**src/rtl/frac_us_pkg.sv**
```systemverilog
package frac_us_pkg;
  localparam int FRAC_W     = 8;
  localparam int REG_DATA_W = 32;
  localparam int REG_ADDR_W = 8;

  localparam logic [REG_ADDR_W-1:0] OFF_COUNT  = 8'h00;
  localparam logic [REG_ADDR_W-1:0] OFF_CFG    = 8'h04;
  localparam logic [REG_ADDR_W-1:0] OFF_FREEZE = 8'h3C;

  localparam logic [FRAC_W-1:0] RST_NUM_M1 = 8'h00;
  localparam logic [FRAC_W-1:0] RST_DEN_M1 = 8'h0B;

  typedef struct packed {
    logic [FRAC_W-1:0] num_m1;
    logic [FRAC_W-1:0] den_m1;
  } ratio_cfg_t;
endpackage

```
**src/rtl/frac_us_prescaler.sv**
```systemverilog
module frac_us_prescaler
  import frac_us_pkg::*;
#(
  parameter int FW = FRAC_W,
  localparam int ACC_W = FW + 2
) (
  input  logic             clk,
  input  logic             rst,
  input  logic             run,
  input  logic             clr,
  input  logic [FW-1:0]    num_m1,
  input  logic [FW-1:0]    den_m1,
  output logic             tick,
  output logic [ACC_W-1:0] acc
);
  logic [ACC_W-1:0] acc_q, acc_d, step, modulus, sum, rem;
  logic             reach;

  always_comb begin
    step    = ACC_W'(num_m1) + ACC_W'(1);
    modulus = ACC_W'(den_m1) + ACC_W'(1);
    sum     = acc_q + step;
    reach   = (sum >= modulus);
    rem     = sum - modulus;
    // ratios above one: at most one tick per clock, keep the remainder bounded
    if (rem >= modulus) rem = modulus - ACC_W'(1);
    tick  = run && !clr && reach;
    acc_d = acc_q;
    if (clr)      acc_d = '0;
    else if (run) acc_d = reach ? rem : sum;
  end

  always_ff @(posedge clk) begin
    if (rst) acc_q <= '0;
    else     acc_q <= acc_d;
  end

  assign acc = acc_q;
endmodule

```
**src/rtl/frac_us_count.sv**
```systemverilog
module frac_us_count #(
  parameter int CNT_W = 32
) (
  input  logic             clk,
  input  logic             rst,
  input  logic             tick,
  output logic [CNT_W-1:0] cnt
);
  always_ff @(posedge clk) begin
    if (rst)       cnt <= '0;
    else if (tick) cnt <= cnt + CNT_W'(1);
  end
endmodule

```
**src/rtl/frac_us_regs.sv**
```systemverilog
module frac_us_regs
  import frac_us_pkg::*;
#(
  parameter int CNT_W = 32
) (
  input  logic                  clk,
  input  logic                  rst,
  input  logic                  wr_en,
  input  logic                  rd_en,
  input  logic [REG_ADDR_W-1:0] addr,
  input  logic [REG_DATA_W-1:0] wdata,
  input  logic [CNT_W-1:0]      cnt,
  output logic [FRAC_W-1:0]     num_m1,
  output logic [FRAC_W-1:0]     den_m1,
  output logic                  frz,
  output logic                  cfg_wr,
  output logic [REG_DATA_W-1:0] rdata
);
  ratio_cfg_t cfg_q;
  logic       frz_q;
  logic       unused_wbits;

  assign cfg_wr       = wr_en && (addr == OFF_CFG);
  assign unused_wbits = ^wdata[REG_DATA_W-1:2*FRAC_W];

  always_ff @(posedge clk) begin
    if (rst) begin
      cfg_q <= '{num_m1: RST_NUM_M1, den_m1: RST_DEN_M1};
      frz_q <= 1'b0;
    end else if (wr_en) begin
      if (addr == OFF_CFG)    cfg_q <= ratio_cfg_t'(wdata[2*FRAC_W-1:0]);
      if (addr == OFF_FREEZE) frz_q <= wdata[0];
    end
  end

  always_ff @(posedge clk) begin
    if (rst) rdata <= '0;
    else if (rd_en) begin
      case (addr)
        OFF_COUNT:  rdata <= REG_DATA_W'(cnt);
        OFF_CFG:    rdata <= REG_DATA_W'(cfg_q);
        OFF_FREEZE: rdata <= REG_DATA_W'(frz_q);
        default:    rdata <= '0;
      endcase
    end
  end

  assign num_m1 = cfg_q.num_m1;
  assign den_m1 = cfg_q.den_m1;
  assign frz    = frz_q;
endmodule

```
**src/rtl/frac_us_counter.sv**
```systemverilog
module frac_us_counter
  import frac_us_pkg::*;
#(
  parameter int CNT_W = 32
) (
  input  logic                  clk,
  input  logic                  rst,
  input  logic                  reg_wr_en,
  input  logic                  reg_rd_en,
  input  logic [REG_ADDR_W-1:0] reg_addr,
  input  logic [REG_DATA_W-1:0] reg_wdata,
  output logic [REG_DATA_W-1:0] reg_rdata
);
  localparam int ACC_W = FRAC_W + 2;

  logic [FRAC_W-1:0] num_m1, den_m1;
  logic              frz, cfg_wr, tick;
  logic [ACC_W-1:0]  acc_w;
  logic [CNT_W-1:0]  cnt_w;

  frac_us_regs #(.CNT_W(CNT_W)) regs_i (
    .clk(clk), .rst(rst), .wr_en(reg_wr_en), .rd_en(reg_rd_en),
    .addr(reg_addr), .wdata(reg_wdata), .cnt(cnt_w),
    .num_m1(num_m1), .den_m1(den_m1), .frz(frz), .cfg_wr(cfg_wr),
    .rdata(reg_rdata)
  );

  frac_us_prescaler #(.FW(FRAC_W)) pre_i (
    .clk(clk), .rst(rst), .run(!frz), .clr(cfg_wr),
    .num_m1(num_m1), .den_m1(den_m1), .tick(tick), .acc(acc_w)
  );

  frac_us_count #(.CNT_W(CNT_W)) cnt_i (
    .clk(clk), .rst(rst), .tick(tick), .cnt(cnt_w)
  );
endmodule

```
**config.mk**
```make
export PLATFORM = sky130hd
export DESIGN_NAME = frac_us_counter
export DESIGN_NICKNAME = d
export VERILOG_FILES = /design/src/rtl/frac_us_pkg.sv /design/src/rtl/frac_us_prescaler.sv /design/src/rtl/frac_us_count.sv /design/src/rtl/frac_us_regs.sv /design/src/rtl/frac_us_counter.sv
export SDC_FILE = /design/constraint.sdc
export NUM_CORES = 1
export LEC_CHECK = 0
export ABC_AREA = 1
export CORE_MARGIN = 3
export CORE_UTILIZATION = 58
export CTS_BUF_LIST = sky130_fd_sc_hd__clkbuf_2 sky130_fd_sc_hd__clkbuf_4 sky130_fd_sc_hd__clkbuf_8
export CTS_CLUSTER_SIZE = 10
export DETAILED_ROUTE_END_ITERATION = 7
export PLACE_DENSITY = 0.86
export SETUP_SLACK_MARGIN = 0.2
export SLEW_MARGIN = 25
export SYNTH_ARGS = -nofsm -noshare
export SYNTH_HDL_FRONTEND = slang
export SYNTH_SLANG_ARGS = --single-unit
```
**constraint.sdc**
```tcl
create_clock -name clk -period 5.1 [get_ports clk]
set_clock_uncertainty 0.1 [all_clocks]
set_input_delay 0.51 -clock clk [delete_from_list [all_inputs] [get_ports clk]]
set_output_delay 0.51 -clock clk [all_outputs]
set_load 0.05 [all_outputs]
```
==> impl_metrics.yaml, run 1 <==
hold_path:
  whs_path_depth: 2
  hp-class: "reg2reg"
clocking:
  root_buffer: "clkbuf_8"
  ctsHtreeMaxLevel: 3
  holdBufCountCts: 0
  clock_path_buffers: 2
  clock_latency_ps: 360
  numCtsBuffers: 9
  numClockSinks: 91
  cts_tree: "done"
  cts.clk_slew.worst_paths_ps: 90
drt:
  finalWirelength_um: 15400
  routed_via_density: 5.51
  vias: 6073
  drt_iter0_markers: 451
  drc: 0
  drtPass1Iterations: 5
  wl_per_cell_um: 14.0
  ant_nets: 0
logic_synthesis:
  muxShareOfSynthArea_pct: 0
  synth_xor_area_share_pct: 6.03
  ys_warn_count: 0
  syn_area_mm2: 0.00610
  synth_top_family_by_area: "simple AND/OR/NAND/NOR gates"
  synth_fa_ha_area_share_pct: 7.22
  synth_compound_gate_area_share_pct: 15.5
  syn_nets: 994
  ys_seq_elements: 91
  syn_area_per_cell_um2: 6.66
  netlist_instances: 916
  synth.distinct_cells: 38
  synth.yosys.seq_area_share_pct: 29.8
  synthSimpleGateAreaFrac_pct: 31.6
worst_setup_path:
  crit_required_ps: 5240
  cp.arrival_ps: 4730
  cp_top_family: "simple AND/OR/NAND/NOR gates"
  cp-start-kind: "flip-flop"
  critPathMaxFanout: 6
  slowest_delay_ps: 380
  reg2reg_depth: 28
  cp_num_cells: 28
  crit_buf_inv: 4
  setup.worst_path.class: "reg2reg"
  end_kind: "flip-flop"
  crit_top_cell: "nand2_1"
  crit_path_top_delay_cell: "ha_1"
timing:
  drv_slew: 0
  min_period_over_period_pct: 89.9
  tns_ps: 0
  rsz0062_at_grt: "false"
  setup_viol: 0
  clock.fmax_mhz: 218
  slew_headroom_pct: 38.2
  worstMarginPinSlew_ps: 927
  fin_crit_ps: 4590
  hold_viol: 0
  setup_ws_ps: 515
  hold_ws_ps: 368
power:
  power.leakage_nw: 2.95
  ir_drop_uv: 186
  p_per_area_mw_per_mm2: 205
run_status:
  status: "finished, final reports clean"
global_route:
  overflow: 0
  antenna_found_initial: 0
  grt_first_pass_wirelength_um: 24600
  grt_pass1_vias: 5397
  grt_start_max_net_pins: 50
  grt_usage_pct: 25.8
layout:
  nets: 1043
  area.growth.synth_to_final_pct: 15.0
  antenna-diode-count: 0
  layout-drive-gt1-share_pct: 5.78
floorplanning:
  rows: 36
  die_area_mm2: 0.0118
  pin_count: 76
  start_util_pct: 61.0
  die_x_um: 109
  coreArea_mm2: 0.0100
  fp.dieH_um: 109
place:
  dp_hpwl_um: 11400
  globalplace.congestion: 0.925
  dp_worst_setup_slack_ps: 322
  io_buffers: 59
job:
  max-cap-violations: 0
[placed cells by master (no fill, tap or decap), types with 3 or more instances in the layout]
cell,netlist,layout
nand2_1,224,224
inv_1,118,117
dfxtp_1,91,91
a21oi_1,90,89
nand3_1,79,79
clkdlybuf4s50_1,0,58
nor2_1,52,52
o21ai_0,44,44
ha_1,32,32
xor2_1,33,31
nor3_1,26,25
nand4_1,16,16
o22ai_1,16,16
buf_4,4,11
o21ai_1,10,10
clkbuf_8,0,10
xnor2_1,9,9
nor4_1,6,6
nor3b_2,6,6
nand2_4,3,4
a21o_1,4,4
o211ai_1,3,3
o21bai_1,3,3
[synthesized netlist by cell type]
cell type	n	area [um^2]
nand2_1	224	841
inv_1	118	443
dfxtp_1	91	1820
a21oi_1	90	450
nand3_1	79	395
nor2_1	52	195
o21ai_0	44	220
xor2_1	33	289
ha_1	32	400
nor3_1	26	130
clkbuf_1	20	75.1
nand4_1	16	100
o22ai_1	16	100
o21ai_1	10	50.1
xnor2_1	9	78.8
nor3b_2	6	75.1
nor4_1	6	37.5
a21o_1	4	30.0
buf_2	4	20.0
buf_4	4	30.0
nand2_2	3	18.8
nand2_4	3	33.8
o211ai_1	3	22.5
o21bai_1	3	22.5
a21oi_4	2	32.5
buf_1	2	7.51
buf_6	2	22.5
fa_1	2	40.0
nand3_2	2	20.0
nor2_2	2	12.5
a21oi_2	1	8.76
a31oi_1	1	6.26
inv_2	1	3.75
nand3_4	1	17.5
nand4_2	1	12.5
nor2_4	1	11.3
nor4_4	1	21.3
or2_1	1	6.26
[worst min-delay path, cell delays in order, from the launching register on]
cell     delay [ps]
dfxtp_1         320
nand2_1          60
a21oi_1          50
[path summary, 6_finish.rpt]
kind,slack (ps),from,to
worst max-delay path,510,regs_i.num_m1[0],pre_i.acc[4]
worst min-delay path,370,regs_i.rdata[4],regs_i.rdata[4]
worst max register to register,510,regs_i.num_m1[0],pre_i.acc[4]
worst min register to register,370,regs_i.rdata[4],regs_i.rdata[4]
[cell families after synthesis]
| family | Yosys count |
|---|---|
| buf+inv | 151 |
| xor+xnor | 42 |
| fa+ha+maj | 34 |
| flops | 91 |
| simple gates | 424 |
| compound gates | 174 |
[power breakdown]
group / internal [mW] / switching (mW)
Clock: 0.240 / 0.258
Combinational: 0.0788 / 0.131
Sequential: 0.722 / 0.00757
[layer usage]
layer | share of wire, % | GRT usage (%)
met3 | 5.0 | 4.60
met5 | 0 | 0
met4 | 2.1 | 8.12
met2 | 50 | 45.5
met1 | 42 | 31.8
[state kept, by name, summed over array words and instances, names as in the netlist]
name and cells:
pre_i.acc 10, cnt_i.cnt 32, regs_i.frz 1, regs_i.num_m1 8, regs_i.den_m1 8, regs_i.rdata 32
[final cells by class]
| class | count | area [um^2] |
|---|---|---|
| clock inverters | 5 | 61.3 |
| well taps | 133 | 166 |
| clock buffers | 10 | 138 |
| multi-input cells | 674 | 3710 |
| repair buffers | 70 | 668 |
| fillers | 871 | 2980 |
| flip-flops and latches | 91 | 1820 |
| inverters | 119 | 447 |
[repair_timing]
item,CTS,global route
resized for setup,0,6
setup buffers,0,8
endpoints found under the setup margin,0,10
[through the flow]
step,util (%),std cells,power (mW),area [um^2]
floorplan,-,916,0.886,6100
global placement,67.2,1079,0.946,6720
detailed placement,67.2,1079,0.950,6720
CTS,69.2,1094,1.43,6920
global route,70.2,1102,1.49,7020
finish,70.2,1102,1.44,7020
(Power assumes the default switching activity.)
==> run 2: changes to the inputs <==
CORE_MARGIN = 5   (was 3)
==> run 2 against run 1 <==
Effect of this change:
- power up 1.0%
- clock power up 3%
- count of clock-buffer cells in the layout unchanged
- setup slack better by 110 ps
- critical path depth down 2
- fmax up 2.5%
- worst hold slack better by 2.2 ps
- routed wire length down 1.2%
- non-clock buffer count down 6
- sequential power about the same
- largest cell class unchanged
==> impl_metrics.yaml, run 2 (synthesis results as in run 1) <==
worst_setup_path:
  setup.worst_path.class: "reg2reg"
  cp-start-kind: "flip-flop"
  reg2reg_slack_ps: 630
  cp.arrival_ps: 4680
  critPathMaxFanout: 10
  end_kind: "flip-flop"
  r2r_start: "regs_i.num_m1[0]"
  crit_required_ps: 5310
  reg2reg_depth: 26
  reg2reg_to: "pre_i.acc[1]"
drt:
  vias: 6075
  drtPass1Iterations: 5
  ant_nets: 0
  finalWirelength_um: 15200
  drc: 0
  drt_iter0_markers: 391
  wl_per_cell_um: 13.8
  routed_via_density: 5.52
clocking:
  clock_path_buffers: 2
  root_buffer: "clkbuf_8"
  clock_latency_ps: 370
  numCtsBuffers: 9
  numClockSinks: 91
  cts_tree: "done"
  cts.clk_slew.worst_paths_ps: 90
  ctsHtreeMaxLevel: 3
place:
  globalplace.congestion: 0.926
  dp_hpwl_um: 11500
  io_buffers: 59
timing:
  slew_headroom_pct: 39.1
  clock.fmax_mhz: 224
  min_period_over_period_pct: 87.7
  tns_ps: 0
  drv_slew: 0
  worstMarginPinSlew_ps: 913
  fin_crit_ps: 4470
  setup_viol: 0
  rsz0062_at_grt: "false"
  hold_viol: 0
  hold_ws_ps: 370
power:
  power.leakage_nw: 2.90
  seq_power_share_pct: 50.3
  power_frac_clock_pct: 35.4
  p_per_area_mw_per_mm2: 208
  swShare_pct: 28.6
  ir_drop_uv: 134
  p_int_mw: 1.04
  pwr-share-comb_pct: 14.3
  switchingPower_mw: 0.416
global_route:
  antenna_found_initial: 0
  grt_usage_pct: 24.4
  grt_pass1_vias: 5667
  grt_start_max_net_pins: 50
  grt_first_pass_wirelength_um: 26000
  overflow: 0
floorplanning:
  start_util_pct: 59.4
  pin_count: 76
  coreArea_mm2: 0.0103
  rows: 37
  die_x_um: 113
  fp.dieH_um: 113
  die_area_mm2: 0.0127
layout:
  fin_util_pct: 67.8
  fillCellCount: 903
  layout-drive-gt1-share_pct: 5.19
  area.growth.synth_to_final_pct: 14.2
  final_cell_mix: "224 x nand2_1, 117 x inv_1, 91 x dfxtp_1"
  nets: 1037
  antenna-diode-count: 0
  final_common_cell: "nand2_1"
hold_path:
  min_to: "regs_i.rdata[3]"
  hp-start: "regs_i.rdata[3]"
  whs_path_depth: 2
  hp-class: "reg2reg"
job:
  max-cap-violations: 0
run_status:
  status: "finished, final reports clean"
[run 2: repair_timing]
| item | 4_1_cts | 5_1_grt |
|---|---|---|
| hold buffers | 0 | 0 |
| resized for setup | 0 | 4 |
| setup endpoints to repair | 0 | 10 |
| buffers inserted | 0 | 2 |
[run 2: how the worst max path moves through the flow]
stage	cells past startpoint	endpoint	start	slack, ps
final	26	pre_i.acc[1]	regs_i.num_m1[0]	630
after global routing	28	pre_i.acc[7]	regs_i.num_m1[0]	190
after CTS	26	pre_i.acc[1]	regs_i.num_m1[0]	400
after detailed placement	26	pre_i.acc[8]	regs_i.num_m1[0]	450
after global placement	26	pre_i.acc[7]	regs_i.num_m1[0]	560
after floorplan	26	pre_i.acc[0]	regs_i.num_m1[0]	1090
[run 2: power groups by stage]
stage / sequential (mW) / clock (mW) / combinational (mW)
floorplan: 0.766 / 0 / 0.120
global placement: 0.746 / 0 / 0.203
detailed placement: 0.746 / 0 / 0.206
CTS: 0.730 / 0.514 / 0.207
global route: 0.732 / 0.549 / 0.230
finish: 0.730 / 0.514 / 0.208
[run 2: stage by stage]
stage	std cells	area, um^2	setup slack [ps]	total power, mW
after floorplan	916	6100	1090	0.886
after global placement	1082	6730	559	0.949
after detailed placement	1082	6730	448	0.952
after CTS	1098	6930	400	1.45
after global routing	1100	6970	190	1.51
final	1100	6970	627	1.45
[run 2: worst max-delay path, cell delays in order, from the launching register on]
cell and delay [ps]:
dfxtp_1 350, inv_1 110, nor3_4 240, xor2_1 160, inv_1 70, ha_1 300, a21oi_1 130, nand2_1 140
xor2_2 190, ha_1 360, a21oi_1 210, nand2_1 100, a21oi_1 160, xor2_1 240, inv_1 70, ha_1 310
nand2_1 80, nor2_1 50, nand3_1 80, nand2_1 50, nor2_1 80, nand2_1 90, a21oi_4 240, nand2_2 160
nand2_1 100, nand3_1 90, a21oi_1 140
[run 2: area by class of cell]
class	count	area (um^2)	share of cell area, %
sequential	91	1820	26.1
timing repair buffer	64	623	8.94
clock buffer	10	131	1.88
inverter	119	447	6.41
multi-input combinational	674	3710	53.2
tap	136	170	2.44
clock inverter	6	71.3	1.02
[run 2: routing by layer]
layer	wire length, um	up-vias	GRT usage, %
met5	0	-	0
li1	-	3109	-
met4	345	0	7.53
met2	7600	145	43.2
met1	6690	2791	30.6
met3	579	30	3.13
